`src/rtl/icap_pkg.sv`:
```
package icap_pkg;
  parameter int unsigned CNT_W_DEF    = 16;
  parameter int unsigned SYNC_DEF     = 2;
  parameter int unsigned FILT_LEN_DEF = 4;

  typedef enum logic {
    EDGE_FALL = 1'b0,
    EDGE_RISE = 1'b1
  } edge_sel_e;
endpackage

```
`src/rtl/icap_sync.sv`:
```
module icap_sync #(
  parameter int unsigned STAGES = 2
) (
  input  logic clk_i,
  input  logic rst_ni,
  input  logic d_i,
  output logic q_o
);
  logic [STAGES-1:0] chain_q;

  always_ff @(posedge clk_i or negedge rst_ni) begin
    if (!rst_ni) chain_q <= '0;
    else         chain_q <= {chain_q[STAGES-2:0], d_i};
  end

  assign q_o = chain_q[STAGES-1];
endmodule

```
`src/rtl/icap_filter.sv`:
```
module icap_filter #(
  parameter int unsigned LEN = 4
) (
  input  logic clk_i,
  input  logic rst_ni,
  input  logic lvl_i,
  output logic lvl_o
);
  localparam int unsigned RUN_W = $clog2(LEN + 1);

  logic [LEN-1:0] hist_q;
  logic           held_q;
  logic           all_hi, all_lo;

  always_ff @(posedge clk_i or negedge rst_ni) begin
    if (!rst_ni) begin
      hist_q <= '0;
      held_q <= 1'b0;
    end else begin
      hist_q <= {hist_q[LEN-2:0], lvl_i};
      held_q <= lvl_o;
    end
  end

  assign all_hi = &hist_q;
  assign all_lo = ~|hist_q;

  always_comb begin
    lvl_o = held_q;
    if (all_hi)      lvl_o = 1'b1;
    else if (all_lo) lvl_o = 1'b0;
  end

  // independent run-length tracker for the agreement check
  logic [RUN_W-1:0] run_q;
  logic             last_q;

  always_ff @(posedge clk_i or negedge rst_ni) begin
    if (!rst_ni) begin
      run_q  <= RUN_W'(LEN);
      last_q <= 1'b0;
    end else begin
      last_q <= lvl_i;
      if (lvl_i != last_q)          run_q <= RUN_W'(1);
      else if (run_q < RUN_W'(LEN)) run_q <= run_q + RUN_W'(1);
    end
  end

  p_filter_agree_r2: assert property (@(posedge clk_i) disable iff (!rst_ni)
    (lvl_o != held_q) |-> (run_q >= RUN_W'(LEN) && last_q == lvl_o));
endmodule

```
`src/rtl/icap_edge.sv`:
```
module icap_edge
  import icap_pkg::*;
(
  input  logic      clk_i,
  input  logic      rst_ni,
  input  logic      lvl_i,
  input  edge_sel_e sel_i,
  output logic      trig_o
);
  logic prev_q;

  always_ff @(posedge clk_i or negedge rst_ni) begin
    if (!rst_ni) prev_q <= 1'b0;
    else         prev_q <= lvl_i;
  end

  // trigger depends on level history only, never on sel changes
  assign trig_o = (sel_i == EDGE_RISE) ? (lvl_i & ~prev_q) : (~lvl_i & prev_q);

  p_edge_needs_change_r9: assert property (@(posedge clk_i) disable iff (!rst_ni)
    trig_o |-> (lvl_i != prev_q));
endmodule

```
`src/rtl/icap_unit.sv`:
```
module icap_unit
  import icap_pkg::*;
#(
  parameter int unsigned CNT_W    = CNT_W_DEF,
  parameter int unsigned SYNC_N   = SYNC_DEF,
  parameter int unsigned FILT_LEN = FILT_LEN_DEF
) (
  input  logic             clk_i,
  input  logic             rst_ni,
  input  logic             pin_i,
  input  logic [CNT_W-1:0] cnt_i,
  input  logic             filt_en_i,
  input  logic             edge_rise_i,
  input  logic             flag_clr_i,
  input  logic             irq_en_i,
  output logic [CNT_W-1:0] cap_o,
  output logic             flag_o,
  output logic             irq_o
);
  logic      pin_s, pin_f;
  logic      trig_raw, trig_flt, trig;
  edge_sel_e sel;

  assign sel = edge_sel_e'(edge_rise_i);

  icap_sync #(.STAGES(SYNC_N)) u_sync (
    .clk_i(clk_i), .rst_ni(rst_ni), .d_i(pin_i), .q_o(pin_s)
  );

  icap_filter #(.LEN(FILT_LEN)) u_filt (
    .clk_i(clk_i), .rst_ni(rst_ni), .lvl_i(pin_s), .lvl_o(pin_f)
  );

  // separate detectors so a path switch never fabricates an edge
  icap_edge u_edge_raw (
    .clk_i(clk_i), .rst_ni(rst_ni), .lvl_i(pin_s), .sel_i(sel), .trig_o(trig_raw)
  );

  icap_edge u_edge_flt (
    .clk_i(clk_i), .rst_ni(rst_ni), .lvl_i(pin_f), .sel_i(sel), .trig_o(trig_flt)
  );

  assign trig = filt_en_i ? trig_flt : trig_raw;

  logic [CNT_W-1:0] cap_q;
  logic             flag_q;

  always_ff @(posedge clk_i or negedge rst_ni) begin
    if (!rst_ni) begin
      cap_q  <= '0;
      flag_q <= 1'b0;
    end else begin
      if (trig) cap_q <= cnt_i;
      flag_q <= trig | (flag_q & ~flag_clr_i);
    end
  end

  assign cap_o  = cap_q;
  assign flag_o = flag_q;
  assign irq_o  = flag_q & irq_en_i;

  p_capture_value_r5: assert property (@(posedge clk_i) disable iff (!rst_ni)
    trig |=> (cap_o == $past(cnt_i)) && flag_o);
  p_cap_hold_r5: assert property (@(posedge clk_i) disable iff (!rst_ni)
    !trig |=> $stable(cap_o));
  p_flag_hold_r6: assert property (@(posedge clk_i) disable iff (!rst_ni)
    (flag_o && !flag_clr_i && !trig) |=> flag_o);
  p_flag_clear_r6: assert property (@(posedge clk_i) disable iff (!rst_ni)
    (flag_clr_i && !trig) |=> !flag_o);
  p_clear_collide_r7: assert property (@(posedge clk_i) disable iff (!rst_ni)
    (flag_clr_i && trig) |=> flag_o);
  p_irq_gate_r8: assert property (@(posedge clk_i) disable iff (!rst_ni)
    irq_o |-> (flag_o && irq_en_i));
endmodule

```
`config.mk`:
```
export PLATFORM = sky130hd
export DESIGN_NAME = icap_unit
export DESIGN_NICKNAME = d
export VERILOG_FILES = /design/src/rtl/icap_pkg.sv /design/src/rtl/icap_sync.sv /design/src/rtl/icap_filter.sv /design/src/rtl/icap_edge.sv /design/src/rtl/icap_unit.sv
export SDC_FILE = /design/constraint.sdc
export NUM_CORES = 1
export LEC_CHECK = 0
export ABC_AREA = 1
export BUFFER_PORTS_ARGS = -buffer_cell sky130_fd_sc_hd__buf_2
export CORE_MARGIN = 1.5
export CORE_UTILIZATION = 25
export DETAILED_ROUTE_END_ITERATION = 10
export SYNTH_ARGS = -nofsm -noshare
export SYNTH_HDL_FRONTEND = slang
export SYNTH_SLANG_ARGS = --single-unit
export TNS_END_PERCENT = 5
```
`constraint.sdc`:
```
create_clock -name clk_i -period 1.55 [get_ports clk_i]
set_clock_uncertainty 0.15 [all_clocks]
set_input_delay 0 -clock clk_i [delete_from_list [all_inputs] [get_ports clk_i]]
set_output_delay 0 -clock clk_i [all_outputs]
set_load 0.01 [all_outputs]
```
# ---- Word level (Yosys, flattened, before mapping)
# Index checks and enable logic that the tools add are counted.
dict set report totals {
  register_bits 25
  input_bits 23
  out_inout_bits 18
  word_cells 25
}
dict set report classes {
  n_mux 5
  bitwise_logic 12
  reduce_logical 2
}
# op count
set ops {}
lappend ops {{1-bit AND} 6}
lappend ops {{1-bit two-way mux} 5}
lappend ops {{1-bit inverter} 5}
lappend ops {{4-bit AND reduction} 1}
lappend ops {{4-bit OR reduction} 1}
lappend ops {{1-bit bitwise OR} 1}

# ---- Depth between registers and ports, before layout
dict set report logic_depth {
  depth_word 8
  ltp_mapped 9
  ltp_nobuf 8
}

# ---- Hierarchy
# From an unflattened synthesis, not the netlist that was laid out.
dict set report hier_totals {
  cells_unflattened 107
  area_unflattened_um2 1088.5
}
# module n_inst cells_each area_per_inst_um2
set by_module_without_submodules {}
lappend by_module_without_submodules {icap_unit 1 80 788.3}
lappend by_module_without_submodules {icap_filter 1 11 150.1}
lappend by_module_without_submodules {icap_edge 2 7 50.0}
lappend by_module_without_submodules {icap_sync 1 2 50.0}

# ---- Worst setup path before layout
# Ideal clock, no wire load.
dict set report synth_path {
  path_type {register to register}
  from {register u_filt.hist_q[0]}
  to {register flag_q, in the netlist flag_o}
  t_arrival_ps 1110
  path_slack_ps 164
  stages_incl_launch_ff 8
  n_path_buf 1
  path_cell_list {dfrtp_1 > nand2_1 > nor2_2 > a21oi_1 > nand2_4 > nand2_4 > buf_6 > o21ai_0}
}
dict set report synth_via {
  elab_chain_len 8
  word_cells_on_any_way 10
  cone_classes {mux: 4; bitwise: 4; reduce/logical: 2}
}
# item line
set synth_rtl {}
lappend synth_rtl {{from (decl)} icap_filter.sv:11} ;# logic [LEN-1:0] hist_q;
lappend synth_rtl {{from (signal assigned)} icap_filter.sv:20} ;# hist_q <= {hist_q[LEN-2:0], lvl_i};
lappend synth_rtl {{4-bit OR reduction} icap_filter.sv:26} ;# assign all_lo = ~|hist_q;
lappend synth_rtl {{1-bit two-way mux} icap_filter.sv:31} ;# else if (all_lo) lvl_o = 1'b0;
lappend synth_rtl {{1-bit two-way mux (*)} icap_filter.sv:30} ;# if (all_hi) lvl_o = 1'b1;
lappend synth_rtl {{1-bit inverter} icap_edge.sv:18} ;# assign trig_o = (sel_i == EDGE_RISE) ? (lvl_i & ~prev_q) : (~lvl_i & prev_q);
lappend synth_rtl {{1-bit AND} icap_edge.sv:18}
lappend synth_rtl {{1-bit two-way mux (*)} icap_edge.sv:18}
lappend synth_rtl {{1-bit two-way mux (*)} icap_unit.sv:43} ;# assign trig = filt_en_i ? trig_flt : trig_raw;
lappend synth_rtl {{1-bit bitwise OR (*)} icap_unit.sv:54} ;# flag_q <= trig | (flag_q & ~flag_clr_i);
lappend synth_rtl {{to (signal assigned)} icap_unit.sv:54}
lappend synth_rtl {{to (decl)} icap_unit.sv:46} ;# logic flag_q;
# Every way passes the cells marked *; elsewhere a longest branch is shown, timed or not.
# A chain may end at the register's enable or synchronous reset.

# ---- Worst setup path in the final report
dict set report layout_path {
  from {register u_filt.hist_q[0]}
  to {register cap_q[13], in the netlist cap_o[13]}
}
dict set report layout_via {
  elab_chain_len 7
  word_cells_on_any_way 9
  cone_classes {mux: 4; bitwise: 3; reduce/logical: 2}
}
# item line
set layout_rtl {}
lappend layout_rtl {{4-bit OR reduction} icap_filter.sv:26}
lappend layout_rtl {{1-bit two-way mux} icap_filter.sv:31}
lappend layout_rtl {{1-bit two-way mux (*)} icap_filter.sv:30}
lappend layout_rtl {{1-bit inverter} icap_edge.sv:18}
lappend layout_rtl {{1-bit AND} icap_edge.sv:18}
lappend layout_rtl {{1-bit two-way mux (*)} icap_edge.sv:18}
lappend layout_rtl {{1-bit two-way mux (*)} icap_unit.sv:43}
lappend layout_rtl {{to (signal assigned)} icap_unit.sv:53} ;# if (trig) cap_q <= cnt_i;
lappend layout_rtl {{to (decl)} icap_unit.sv:45} ;# logic [CNT_W-1:0] cap_q;
# Marked as above.

==> impl_metrics.tcl <==
set metrics [dict create \
    status "finished, final reports clean" \
    max_stage_delay_ns 0.41 \
    firstDrtPassIters 4 \
    slowest_stage "dfrtp_1" \
    required_ns 1.60 \
    synthDistinctLibCells 13 \
    cp_cell_sequence "buf_4 > nor2_1 > nand2_1 > o211ai_4 > buf_4 > nand3_1 > nand2_1" \
    vias 890 \
    dp_hpwl_um 1626 \
    grt_overflow_total 0 \
    yosysWarnings 0 \
    root_buffer "clkbuf_8" \
    grt_max_degree 25 \
    syn_inst 101 \
    cp.arrival_ns 1.47 \
    synth_fp_nets 124 \
    cts_tree "yes" \
    core-area_um2 3689 \
    period_needed_ns 1.419 \
    timing.final.crit_share_pct 91.56 \
    numPortBuffers 40 \
    antenna_found_initial 0 \
    clk_pin_slew_ns 0.08 \
    final-max-slew-violation-count 0 \
    start_util_pct 26.26 \
    via_per_inst 4.120 \
    pin_count 41 \
    grt_usage_pct 12.05 \
    wl_um 2390 \
    design.die.area_um2 4256 \
    clk_latency_ns 0.26 \
    maxCapViolCount 0 \
    grt_pass1_wl_um 3967 \
    synth.avg_cell_area_um2 9.588 \
    synth_seq_cells 24 \
    die_w_um 65.24 \
    hold_path.class "in -> async" \
    area_growth_syn_to_layout_pct 54.65 \
    timing.setup.tns_ns 0 \
    worst_path_dominant_cell_family "flip-flops" \
    power.density_nw_per_um2 995.2 \
    layout-drive-gt1-share_pct 33.93 \
    cp_max_fo 10 \
    drtIter0Drc 11 \
    slew_headroom_pct 64.70 \
    start_kind "flip-flop" \
    cts_buffers 3 \
    antenna_cells 0 \
    path_buf_inv 2 \
    dieHeight_um 65.24 \
    clock-sinks 24 \
    whs_ns 0.1010 \
    syn-cell-area_um2 968.4 \
    tightest_slew_ns 0.5295 \
    gp_congestion 0.7137 \
    grt_pass1_vias 928 \
    wire_per_inst_um 11.06 \
    vdd_ir_drop_max_v 0.0005746 \
    path_class "reg -> reg" \
    rsz0062_at_grt "false" \
    setup_viol 0 \
    final_nets 193 \
    fmax_mhz 704.7 \
    drc 0 \
    ctsHtreeMaxLevel 1 \
    p_leak_uw 0.0008146 \
    floorplan.rows 22 \
    clockBufferDepth 2 \
    hold_viol 0 \
    endpoint_kind "flip-flop" \
    antenna_left 0 \
    seq_area_frac_synth_pct 62.02 \
]
## layer usage
metal	up-vias	share of wire, %	wire length (µm)	GRT usage [%]
met5	-	0	0	0
met4	0	1.5	37	5.208
met3	5	5.7	137	2.568
met2	32	49	1175	20.03
met1	403	44	1040	15.08
li1	450	-	-	-
## registers in the layout (all words and copies together) (netlist names)
name and cells:
u_edge_flt.prev_q 1, flag_o 1, u_filt.hist_q 4, u_sync.chain_q 2
cap_o 16
## placed cells by master, fill, tap and decap left out
master,count
nand2_4,2
nand3_1,16
nand3_2,1
buf_4,8
nor2_1,5
a21oi_2,1
buf_2,40
clkbuf_8,3
nor2_2,1
inv_1,6
nand2_1,40
o211ai_4,1
dfrtp_1,24
o21ai_0,1
dlygate4sd3_1,19
## cells in the mapped netlist
library cell	number	area [µm²]
nand3_2	1	10.01
dfrtp_1	24	600.6
nor2_1	5	18.77
buf_4	2	15.01
nand2_4	2	22.52
nand3_1	16	80.08
o211ai_4	1	21.27
a21oi_1	1	5.000
o21ai_0	1	5.000
buf_6	1	11.26
nand2_1	40	150.1
nor2_2	1	6.260
inv_1	6	22.52
## final timing paths
path                                     endpoint  cells past startpoint               from  slack, ns
worst min-delay path                    cap_o[13]                      2             rst_ni       0.10
worst max register to register          cap_o[13]                      7   u_filt.hist_q[0]       0.13
min in group clk_i                         flag_o                      5          filt_en_i       0.13
worst min register to register  u_sync.chain_q[1]                      0  u_sync.chain_q[0]       0.20
worst max-delay path                    cap_o[13]                      7   u_filt.hist_q[0]       0.13
max in group asynchronous                cap_o[4]                      2             rst_ni       0.80
## per-stage QoR
step	worst slack, ns	instance area (µm²)	std cells	utilization, %	power, µW
global placement	0.1107	1225	189	33.21	1093
CTS	0.04378	1456	211	39.48	1487
floorplan	0.1640	968.4	101	-	948.0
detailed placement	0.05800	1225	189	33.21	1102
global route	0.01389	1498	216	40.60	1589
finish	0.1309	1498	216	40.60	1490
## layout make-up
cell class              count  area (µm²)
clock buffers               3       41.29
fillers                   393        2191
inverters                   6       22.52
multi-input cells          68       322.8
flip-flops and latches     24       600.6
repair buffers             67       450.4
well taps                  48       60.06
## cell families after synthesis
logic type             share of synthesized area [%]
DFF                                            62.02
and+or+nand+nor                                29.72
buffers and inverters                          5.038
AOI/OAI and AO/OA                              3.229
## power breakdown
group	internal (µW)	switching [µW]	leakage, µW	total, µW
logic	176	197	0.000503	373
clock network	173	176	0.0000216	349
registers	715	53.8	0.000290	769
## what timing repair did
action                                  4_1_cts  5_1_grt
gates resized for setup                       0        1
endpoints found under the hold margin        42        0
setup buffers                                 0        5
endpoints found under the setup margin        0       17
hold buffers                                 19        0
No activity file was read; power rests on OpenSTA's default activity.
